<file path="config.mk">
export PLATFORM = sky130hd
export DESIGN_NAME = band_hist_overlap
export DESIGN_NICKNAME = d
export VERILOG_FILES = /design/src/rtl/lane_hist_pkg.sv /design/src/rtl/band_sequencer.sv /design/src/rtl/hist_bank.sv /design/src/rtl/overlap_mult.sv /design/src/rtl/band_hist_overlap.sv
export SDC_FILE = /design/constraint.sdc
export NUM_CORES = 2
export LEC_CHECK = 0
export BUFFER_PORTS_ARGS = -buffer_cell sky130_fd_sc_hd__buf_2
export CAP_MARGIN = 20
export CORE_ASPECT_RATIO = 1.25
export CORE_MARGIN = 3
export CORE_UTILIZATION = 50
export DETAILED_ROUTE_END_ITERATION = 12
export PLACE_DENSITY = 0.67
export SLEW_MARGIN = 10
export SYNTH_ARGS = -nofsm -noshare
export SYNTH_HDL_FRONTEND = slang
export SYNTH_SLANG_ARGS = --single-unit
</file>
<file path="constraint.sdc">
create_clock -name clk -period 29.3 [get_ports clk]
set_clock_uncertainty 0.05 [all_clocks]
set_input_delay 4.395 -clock clk [delete_from_list [all_inputs] [get_ports clk]]
set_output_delay 4.395 -clock clk [all_outputs]
set_load 0.02 [all_outputs]
</file>
<file path="src/rtl/lane_hist_pkg.sv">
package lane_hist_pkg;

  typedef struct packed {
    logic valid;
    logic first;
    logic last;
  } beat_t;

  function automatic int unsigned count_width(input int unsigned max_val);
    return $clog2(max_val + 1);
  endfunction

endpackage

</file>
<file path="src/rtl/band_sequencer.sv">
module band_sequencer #(
  parameter int unsigned COLS  = 32,
  parameter int unsigned LINES = 18,
  localparam int unsigned COL_W  = (COLS > 1) ? $clog2(COLS) : 1,
  localparam int unsigned LINE_W = (LINES > 1) ? $clog2(LINES) : 1
) (
  input  logic             clk,
  input  logic             rst_n,
  input  logic             pix_valid,
  output logic [COL_W-1:0] wr_col,
  output logic             wr_bank,
  output logic             rd_active,
  output logic [COL_W-1:0] rd_col,
  output logic             rd_bank,
  output logic             rd_first,
  output logic             rd_last
);

  localparam logic [COL_W-1:0]  COL_LAST  = COL_W'(COLS - 1);
  localparam logic [LINE_W-1:0] LINE_LAST = LINE_W'(LINES - 1);

  logic [COL_W-1:0]  col_q, col_d;
  logic [LINE_W-1:0] line_q, line_d;
  logic              wr_bank_q, wr_bank_d;
  logic              rd_act_q, rd_act_d;
  logic [COL_W-1:0]  rd_col_q, rd_col_d;
  logic              rd_bank_q, rd_bank_d;
  logic              band_done;

  always_comb begin
    band_done = pix_valid && (col_q == COL_LAST) && (line_q == LINE_LAST);
    col_d     = col_q;
    line_d    = line_q;
    wr_bank_d = wr_bank_q;
    if (pix_valid) begin
      if (col_q == COL_LAST) begin
        col_d  = '0;
        line_d = (line_q == LINE_LAST) ? '0 : line_q + 1'b1;
      end else begin
        col_d = col_q + 1'b1;
      end
    end
    if (band_done) wr_bank_d = ~wr_bank_q;
  end

  always_comb begin
    rd_act_d  = rd_act_q;
    rd_col_d  = rd_col_q;
    rd_bank_d = rd_bank_q;
    if (band_done) begin
      rd_act_d  = 1'b1;
      rd_col_d  = '0;
      rd_bank_d = wr_bank_q;
    end else if (rd_act_q) begin
      if (rd_col_q == COL_LAST) begin
        rd_act_d = 1'b0;
        rd_col_d = '0;
      end else begin
        rd_col_d = rd_col_q + 1'b1;
      end
    end
  end

  always_ff @(posedge clk or negedge rst_n) begin
    if (!rst_n) begin
      col_q     <= '0;
      line_q    <= '0;
      wr_bank_q <= 1'b0;
      rd_act_q  <= 1'b0;
      rd_col_q  <= '0;
      rd_bank_q <= 1'b0;
    end else begin
      col_q     <= col_d;
      line_q    <= line_d;
      wr_bank_q <= wr_bank_d;
      rd_act_q  <= rd_act_d;
      rd_col_q  <= rd_col_d;
      rd_bank_q <= rd_bank_d;
    end
  end

  assign wr_col    = col_q;
  assign wr_bank   = wr_bank_q;
  assign rd_active = rd_act_q;
  assign rd_col    = rd_col_q;
  assign rd_bank   = rd_bank_q;
  assign rd_first  = rd_act_q && (rd_col_q == '0);
  assign rd_last   = rd_act_q && (rd_col_q == COL_LAST);

  AST_NO_READ_OVERRUN: assert property (@(posedge clk) disable iff (!rst_n)
    band_done |-> !rd_act_q) else $error("readout still busy at band end");

  AST_COL_IN_RANGE: assert property (@(posedge clk) disable iff (!rst_n)
    (col_q <= COL_LAST) && (line_q <= LINE_LAST)) else $error("position out of range");

  AST_READ_STARTS_AT_ZERO: assert property (@(posedge clk) disable iff (!rst_n)
    $rose(rd_act_q) |-> (rd_col_q == '0)) else $error("readout did not start at column 0");

endmodule

</file>
<file path="src/rtl/hist_bank.sv">
module hist_bank #(
  parameter int unsigned COLS    = 32,
  parameter int unsigned MAX_CNT = 18,
  localparam int unsigned COL_W = (COLS > 1) ? $clog2(COLS) : 1,
  localparam int unsigned CNT_W = $clog2(MAX_CNT + 1)
) (
  input  logic             clk,
  input  logic             rst_n,
  input  logic             inc_en,
  input  logic [COL_W-1:0] inc_col,
  input  logic             inc_pos,
  input  logic             inc_neg,
  input  logic             clr_en,
  input  logic [COL_W-1:0] rd_col,
  output logic [CNT_W-1:0] rd_pos,
  output logic [CNT_W-1:0] rd_neg
);

  logic [CNT_W-1:0] pos_q [COLS];
  logic [CNT_W-1:0] neg_q [COLS];
  logic [CNT_W-1:0] pos_d [COLS];
  logic [CNT_W-1:0] neg_d [COLS];

  always_comb begin
    for (int i = 0; i < COLS; i++) begin
      pos_d[i] = pos_q[i];
      neg_d[i] = neg_q[i];
    end
    if (inc_en) begin
      pos_d[inc_col] = pos_q[inc_col] + CNT_W'(inc_pos);
      neg_d[inc_col] = neg_q[inc_col] + CNT_W'(inc_neg);
    end
    if (clr_en) begin
      pos_d[rd_col] = '0;
      neg_d[rd_col] = '0;
    end
  end

  always_ff @(posedge clk or negedge rst_n) begin
    if (!rst_n) begin
      for (int i = 0; i < COLS; i++) begin
        pos_q[i] <= '0;
        neg_q[i] <= '0;
      end
    end else if (inc_en || clr_en) begin
      for (int i = 0; i < COLS; i++) begin
        pos_q[i] <= pos_d[i];
        neg_q[i] <= neg_d[i];
      end
    end
  end

  assign rd_pos = pos_q[rd_col];
  assign rd_neg = neg_q[rd_col];

  AST_COUNT_BOUND: assert property (@(posedge clk) disable iff (!rst_n)
    inc_en |-> (pos_q[inc_col] < CNT_W'(MAX_CNT)) && (neg_q[inc_col] < CNT_W'(MAX_CNT)))
    else $error("column count would exceed band height");

  AST_CLEAR_ON_READ: assert property (@(posedge clk) disable iff (!rst_n)
    clr_en |=> (pos_q[$past(rd_col)] == '0) && (neg_q[$past(rd_col)] == '0))
    else $error("entry not cleared after readout");

  AST_NO_SHARED_ACCESS: assert property (@(posedge clk) disable iff (!rst_n)
    !(inc_en && clr_en)) else $error("bank written and read in same cycle");

endmodule

</file>
<file path="src/rtl/overlap_mult.sv">
module overlap_mult #(
  parameter int unsigned COLS  = 32,
  parameter int unsigned CNT_W = 5,
  parameter int unsigned SHIFT = 8,
  localparam int unsigned COL_W  = (COLS > 1) ? $clog2(COLS) : 1,
  localparam int unsigned PROD_W = 2 * CNT_W
) (
  input  logic              clk,
  input  logic              rst_n,
  input  logic              rd_active,
  input  logic [COL_W-1:0]  rd_col,
  input  logic              rd_first,
  input  logic              rd_last,
  input  logic [CNT_W-1:0]  rd_pos,
  input  logic [CNT_W-1:0]  rd_neg,
  output logic [PROD_W-1:0] score,
  output logic              score_valid,
  output logic              score_first,
  output logic              score_last
);

  import lane_hist_pkg::*;

  logic [CNT_W-1:0]  dly_q [SHIFT];
  logic [CNT_W-1:0]  dly_d [SHIFT];
  logic [CNT_W-1:0]  pos_aligned;
  logic [CNT_W-1:0]  neg1_q, pos1_q;
  beat_t             beat1_q, beat1_d, beat2_q;
  logic [PROD_W-1:0] prod_q, prod_d;

  always_comb begin
    dly_d[0] = rd_pos;
    for (int i = 1; i < SHIFT; i++) dly_d[i] = dly_q[i-1];
    pos_aligned = (rd_col >= COL_W'(SHIFT)) ? dly_q[SHIFT-1] : '0;
    beat1_d     = '{valid: rd_active, first: rd_first, last: rd_last};
    prod_d      = PROD_W'(neg1_q) * PROD_W'(pos1_q);
  end

  always_ff @(posedge clk or negedge rst_n) begin
    if (!rst_n) begin
      for (int i = 0; i < SHIFT; i++) dly_q[i] <= '0;
      neg1_q  <= '0;
      pos1_q  <= '0;
      beat1_q <= '0;
      beat2_q <= '0;
      prod_q  <= '0;
    end else begin
      beat1_q <= beat1_d;
      beat2_q <= beat1_q;
      if (rd_active) begin
        for (int i = 0; i < SHIFT; i++) dly_q[i] <= dly_d[i];
        neg1_q <= rd_neg;
        pos1_q <= pos_aligned;
      end
      if (beat1_q.valid) prod_q <= prod_d;
    end
  end

  assign score       = prod_q;
  assign score_valid = beat2_q.valid;
  assign score_first = beat2_q.first;
  assign score_last  = beat2_q.last;

  AST_LEAD_COLUMNS_ZERO: assert property (@(posedge clk) disable iff (!rst_n)
    (score_valid && score_first) |-> (score == '0)) else $error("column 0 score not zero");

  AST_BEATS_CONTIGUOUS: assert property (@(posedge clk) disable iff (!rst_n)
    (score_valid && !score_first) |-> $past(score_valid)) else $error("gap inside readout");

  AST_LAST_ENDS_BAND: assert property (@(posedge clk) disable iff (!rst_n)
    (score_valid && score_last) |=> !score_valid) else $error("beat after last column");

  AST_FLAGS_NEED_VALID: assert property (@(posedge clk) disable iff (!rst_n)
    (score_first || score_last) |-> score_valid) else $error("flag without valid");

endmodule

</file>
<file path="src/rtl/band_hist_overlap.sv">
module band_hist_overlap #(
  parameter int unsigned COLS  = 32,
  parameter int unsigned LINES = 18,
  parameter int unsigned SHIFT = 8,
  localparam int unsigned COL_W  = (COLS > 1) ? $clog2(COLS) : 1,
  localparam int unsigned CNT_W  = $clog2(LINES + 1),
  localparam int unsigned PROD_W = 2 * CNT_W
) (
  input  logic              clk,
  input  logic              rst_n,
  input  logic              pix_valid,
  input  logic              pix_pos,
  input  logic              pix_neg,
  output logic [PROD_W-1:0] score,
  output logic              score_valid,
  output logic              score_first,
  output logic              score_last
);

  logic             rst_meta_q, rst_sync_q;
  logic [COL_W-1:0] wr_col;
  logic             wr_bank;
  logic             rd_active, rd_bank, rd_first, rd_last;
  logic [COL_W-1:0] rd_col;
  logic [CNT_W-1:0] bank_pos [2];
  logic [CNT_W-1:0] bank_neg [2];
  logic [CNT_W-1:0] sel_pos, sel_neg;

  always_ff @(posedge clk or negedge rst_n) begin
    if (!rst_n) begin
      rst_meta_q <= 1'b0;
      rst_sync_q <= 1'b0;
    end else begin
      rst_meta_q <= 1'b1;
      rst_sync_q <= rst_meta_q;
    end
  end

  band_sequencer #(.COLS(COLS), .LINES(LINES)) u_seq (
    .clk       (clk),
    .rst_n     (rst_sync_q),
    .pix_valid (pix_valid),
    .wr_col    (wr_col),
    .wr_bank   (wr_bank),
    .rd_active (rd_active),
    .rd_col    (rd_col),
    .rd_bank   (rd_bank),
    .rd_first  (rd_first),
    .rd_last   (rd_last)
  );

  for (genvar b = 0; b < 2; b++) begin : g_bank
    hist_bank #(.COLS(COLS), .MAX_CNT(LINES)) u_bank (
      .clk     (clk),
      .rst_n   (rst_sync_q),
      .inc_en  (pix_valid && (wr_bank == 1'(b))),
      .inc_col (wr_col),
      .inc_pos (pix_pos),
      .inc_neg (pix_neg),
      .clr_en  (rd_active && (rd_bank == 1'(b))),
      .rd_col  (rd_col),
      .rd_pos  (bank_pos[b]),
      .rd_neg  (bank_neg[b])
    );
  end

  always_comb begin
    sel_pos = bank_pos[rd_bank];
    sel_neg = bank_neg[rd_bank];
  end

  overlap_mult #(.COLS(COLS), .CNT_W(CNT_W), .SHIFT(SHIFT)) u_ovl (
    .clk         (clk),
    .rst_n       (rst_sync_q),
    .rd_active   (rd_active),
    .rd_col      (rd_col),
    .rd_first    (rd_first),
    .rd_last     (rd_last),
    .rd_pos      (sel_pos),
    .rd_neg      (sel_neg),
    .score       (score),
    .score_valid (score_valid),
    .score_first (score_first),
    .score_last  (score_last)
  );

  AST_BANKS_APART: assert property (@(posedge clk) disable iff (!rst_sync_q)
    rd_active |-> (rd_bank != wr_bank)) else $error("read and write on same bank");

  AST_RESET_QUIET: assert property (@(posedge clk)
    !rst_sync_q |-> !score_valid) else $error("output valid during reset");

endmodule

</file>
# After elaboration in Yosys (flattened, before gate mapping)
# Cells that the tools add are included.
# word_totals
regBits,726
input_bits,5
out_inout_bits,13
word_cells,250
# classes
add_sub_neg,7
n_mul,1
n_lt_le_gt_ge,6
eq_ne,3
muxes,55
bitwise,10
n_reduce_logical,15
# ops
operator,count
$mux W160,8
$and A160 B160 Y160,4
$bwmux W160,4
$bmux W5 S5,8
$not A160 Y160,1
$mux W5,30
$demux W5 S5,2
$add A5 B1 Y5,4
$add A5 B1 Y5 const B,3
$eq A5 B5 Y1 const B,3
$ge A6 B6 Y1 const B,2
$lt A6 B1 Y1 const B,2
$not A5 Y6,2
$logic_and A1 B1 Y1,10
$mul A5 B5 Y10,1
$ge A5 B4 Y1 const B,1
$logic_not A5 Y1,1
$mux W1,3
$ge A2 B2 Y1 const B,1
$logic_or A1 B1 Y1,2
$not A1 Y1,2
$not A1 Y2,1
$reduce_and A2 Y1,1
$reduce_bool A2 Y1,1

# Logic depth before layout (Yosys ltp)
# depth
word_depth,9
ltp_mapped,20
depth_no_buf,14

# By module
# A second synthesis with hierarchy kept.
# unflattened
cells_unflattened,4246
area_unflattened_um2,42016.5
# by_module_without_submodules
module,instances,cells_each,area_per_inst_um2,seq_area_each_um2
hist_bank,2,1948,18823.1,8007.7
overlap_mult,1,245,3179.3,1651.6
band_sequencer,1,87,954.7,450.4
band_hist_overlap,1,18,236.5,50.0

# Least setup slack after synthesis
# No wires, ideal clock.
# synth_path
path_kind,input to register
startpoint,in pix_valid
endpoint,reg g_bank[0].u_bank.pos_q[153] in the netlist's numbering
setup_ns,0.120
arrival_time_ns,5.799
t_required_ns,29.130
slack_ns,23.331
stages,7
path_buffers,2
cell_sequence,nor2b_1 > clkbuf_1 > and2_1 > clkbuf_1 > nand2_1 > or3_1 > and3_1
# synth_via
elab_chain_cells,4
elab_cells_between_ends,5
cone_classes,mux (2); bitwise (1); reduce/logical (2)
# synth_rtl
item,line_no,text
"start, declared",band_hist_overlap.sv:11,"input logic pix_valid,"
$logic_and A1 B1 Y1 (*),band_hist_overlap.sv:56,".inc_en (pix_valid && (wr_bank == 1'(b))),"
$mux W160,hist_bank.sv:29,if (inc_en) begin
$and A160 B160 Y160 (no line),n/a,
$mux W160,hist_bank.sv:33,if (clr_en) begin
"end signal, assigned by index",hist_bank.sv:47,pos_q[i] <= pos_d[i];
"end, declared",hist_bank.sv:19,logic [CNT_W-1:0] pos_q [COLS];
# Mark *: on every way between the ends. The rest lies on a longest branch, timed or not.
# A chain may end at the register's enable or synchronous reset.

# Final worst setup path
# layout_path
startpoint,in pix_valid
endpoint,reg g_bank[0].u_bank.pos_q[23] in the netlist's numbering
# The elaborated chain is that of the path after synthesis.

==> summary.md <==
| Metric | Value |
|---|---|
| CP Max Fanout | `23` |
| IO Pins | `18` |
| Cell count after synthesis | `4206` |
| Number of global-route vias before repair | `around 34000` |
| Highest Signal Layer | `met5` |
| Rows | `117` |
| H-tree Lvls | `3` |
| Async SR Flop Fraction | `100%` |
| Setup Fix Bufs, Post-CTS | `0` |
| Max Cap Viol | `0` |
| Detailed-route via count | `35660` |
| Layout cell share with drive strength beyond 1 | `14.7%` |
| Post-synth top cells | `1051 x nand2_1, 726 x dfrtp_1, 492 x a21oi_1` |
| Worst skew pair latency | `a little under 0.7 ns` |
| Hold Buf Count CTS | `0` |
| P per Cell Area | `76.2 mW/mm²` |
| Synth top area share | `between 40% and 50%` |
| Total negative setup slack | `0 ns` |
| Period utilization | `23.4%` |
| Post-cts resize count | `0` |
| Worst setup margin | `22.46 ns` |
| Main flop type after synthesis | `dfrtp_1` |
| Fin cells | `roughly 5200` |
| Number of flops mapped to enable cells by yosys | `0` |
| Root Driver | `clkbuf_16` |
| Critical Path End Type | `flip-flop` |
| Arr. time, crit path | `about 7.4 ns` |
| Critical Path Source | `pix_valid` |
| Final WL | `approximately 160 mm` |
| Dpl ws | `22.08 ns` |
| Routability cong. | `1.06` |
| Worst-Margin Slew | `around 1.2 ns` |
| Effective utilization at floorplan | `50.6%` |
| Met3 WL | `roughly 18 mm` |
| Largest net degree at the start of global routing | `156` |
| Final Setup Violations | `0` |
| Nets | `4107` |
| WL/cell | `~31 µm` |
| Avg Inst Size Synth | `9.80 µm²` |
| Startpoint types | `primary input` |
| Final Max Slew Viols | `0` |
| Core area | `roughly 0.082 mm²` |
| Area growth from synthesis to final layout | `8.04%` |
| Final hold viol count | `0` |
| Post-DP HPWL | `107 mm` |
| Setup CP Type | `primary input to flip-flop` |
| CTS max path bufs | `3` |
| Status | `finished, final reports clean` |
| Die Ht | `327 µm` |
| Clock transition at path regs | `about 0.06 ns` |
| Die area | `0.0860 mm²` |
| Most common cell in the synthesized netlist | `nand2_1` |
| TritonCTS clock tree | `built` |
| Rel. slew slack | `19.7%` |
| Synth cell types | `71` |
| Buffers on Ports | `17` |
| Area leader, netlist | `dfrtp_1` |
| Metal2 WL | `71.8 mm` |
| Final min period | `6.84 ns` |
| F_max | `roughly 150 MHz` |
| Clk sinks | `726` |
| Synth Cell Area | `0.0412 mm²` |
| First-pass GRT wire length | `236 mm` |
| P_leak | `18.1 nW` |
| Detail Route Antenna Nets | `0` |
| Die W | `about 260 µm` |
| RSZ-0062 raised after global routing | `no` |
| Register area share after synthesis | `44.1%` |
| M1 WL | `55.6 mm` |
| Initial DRC count | `4995` |
| Hold WC Path Type | `flip-flop to asynchronous set/reset pin` |
| #FFs+latches synth | `roughly 730` |
| Placed insts | `5043` |
| Via density | `6.87` |
| Worst flop-to-flop path startpoint | `u_seq.wr_col[1]` |
| Initial antenna violation count | `12` |
| Detailed Routing Iterations Pass 1 | `5` |
| Synth Net Count | `4258` |
| CTS buffer count | `79` |
| Synth area leaders | `dfrtp_1 44%, mux4_2 15%, nand2_1 9.6%, a21oi_1 6.0%, mux2i_1 3.8%` |
| Worst EP required | `29.82 ns` |
| Gr ovfl total | `0` |
| Number of synthesis warnings | `0` |
| Hold slack | `0.277 ns` |
| # DRC | `0` |
| All-Layer GR Usage | `a little under two fifths` |
| VDD IR max | `0.0753 mV` |
state kept, by name, indices dropped and copies added (netlist names), 10 cells and up:
signal and cells:
g_bank.u_bank.neg_q 320, g_bank.u_bank.pos_q 320, u_ovl.dly_d 35, u_ovl.score 10
critical path, stage by stage:
cell     delay, ns
buf_2         0.31
nor2b_1       0.50
and2_0        0.95
nand2_1       0.57
nor4b_1       0.46
a211o_1       0.15
metrics by stage:
step,utilization (%),power (mW),instance area [µm²]
after floorplan,-,1.91,41200
after global placement,51.3,2.29,41900
after detailed placement,51.4,2.32,41900
after CTS,54.6,3.35,44500
after global routing,54.6,3.47,44500
final,54.6,3.39,44600
per-layer routing:
metal  GRT usage [%]  vias to the layer above
li1                -                    14753
met1            44.9                    17838
met2            56.7                     2367
met3            10.3                      692
met4            28.3                       10
met5               0                        -
layout by cell type (no fill, tap or decap), types with 21 or more instances in the layout:
cell | netlist | routed
a22oi_1 | 29 | 29
mux2_2 | 64 | 64
mux4_2 | 275 | 275
clkbuf_16 | 0 | 80
nand3_1 | 130 | 129
dfrtp_1 | 726 | 717
nand2_1 | 1051 | 1051
buf_4 | 24 | 76
o31ai_1 | 33 | 33
o22ai_1 | 65 | 65
ha_1 | 38 | 31
and3_1 | 30 | 30
mux2i_1 | 158 | 158
and2_1 | 21 | 21
nor2_1 | 328 | 328
nor3_1 | 32 | 27
a211oi_1 | 89 | 89
a21oi_1 | 492 | 492
o21ai_0 | 60 | 60
inv_1 | 27 | 27
layout make-up:
type                            instances  area [µm²]
Fill cell                            7188       37000
Multi-Input combinational cell       3122       21500
Sequential cell                       726       18200
Clock buffer                          113        2290
Tap cell                             1071        1340
Timing Repair Buffer                   97         727
Clock inverter                         27         352
Inverter                               29         109
Antenna cell                            7        17.5
worst paths after layout:
path	endpoint	slack [ns]	cells after the start
worst max-delay path	g_bank[0].u_bank.pos_q[23]	22.46	6
worst min-delay path	g_bank[1].u_bank.pos_q[68]	0.28	0
worst max register to register	g_bank[0].u_bank.pos_q[114]	22.93	11
worst min register to register	g_bank[1].u_bank.pos_q[68]	0.28	0
max in group asynchronous	u_seq.rd_col[0]	25.02	4
min in group clk	u_ovl.score_first	0.30	0
kinds of logic (layout without fill, tap and decap cells):
logic type	count (synthesis)	count (layout)	synth area share, %
AO/OA/AOI/OAI	841	841	11.9
XOR/XNOR	14	14	0.352
adder cells (fa/ha/maj)	47	47	1.59
buffers and inverters	358	266	3.97
flip-flops	726	726	44.1
multiplexers	497	497	20.6
other	1	8	0.00909
AND/OR/NAND/NOR	1722	1722	17.6
power by group:
group          internal, mW  switching (mW)  total (mW)  leakage (nW)
Clock                 0.598           0.444        1.04          1.30
Sequential             1.14           0.133        1.27          9.91
Combinational         0.334           0.746        1.08          6.86
Power figures use the tool's default switching activity.
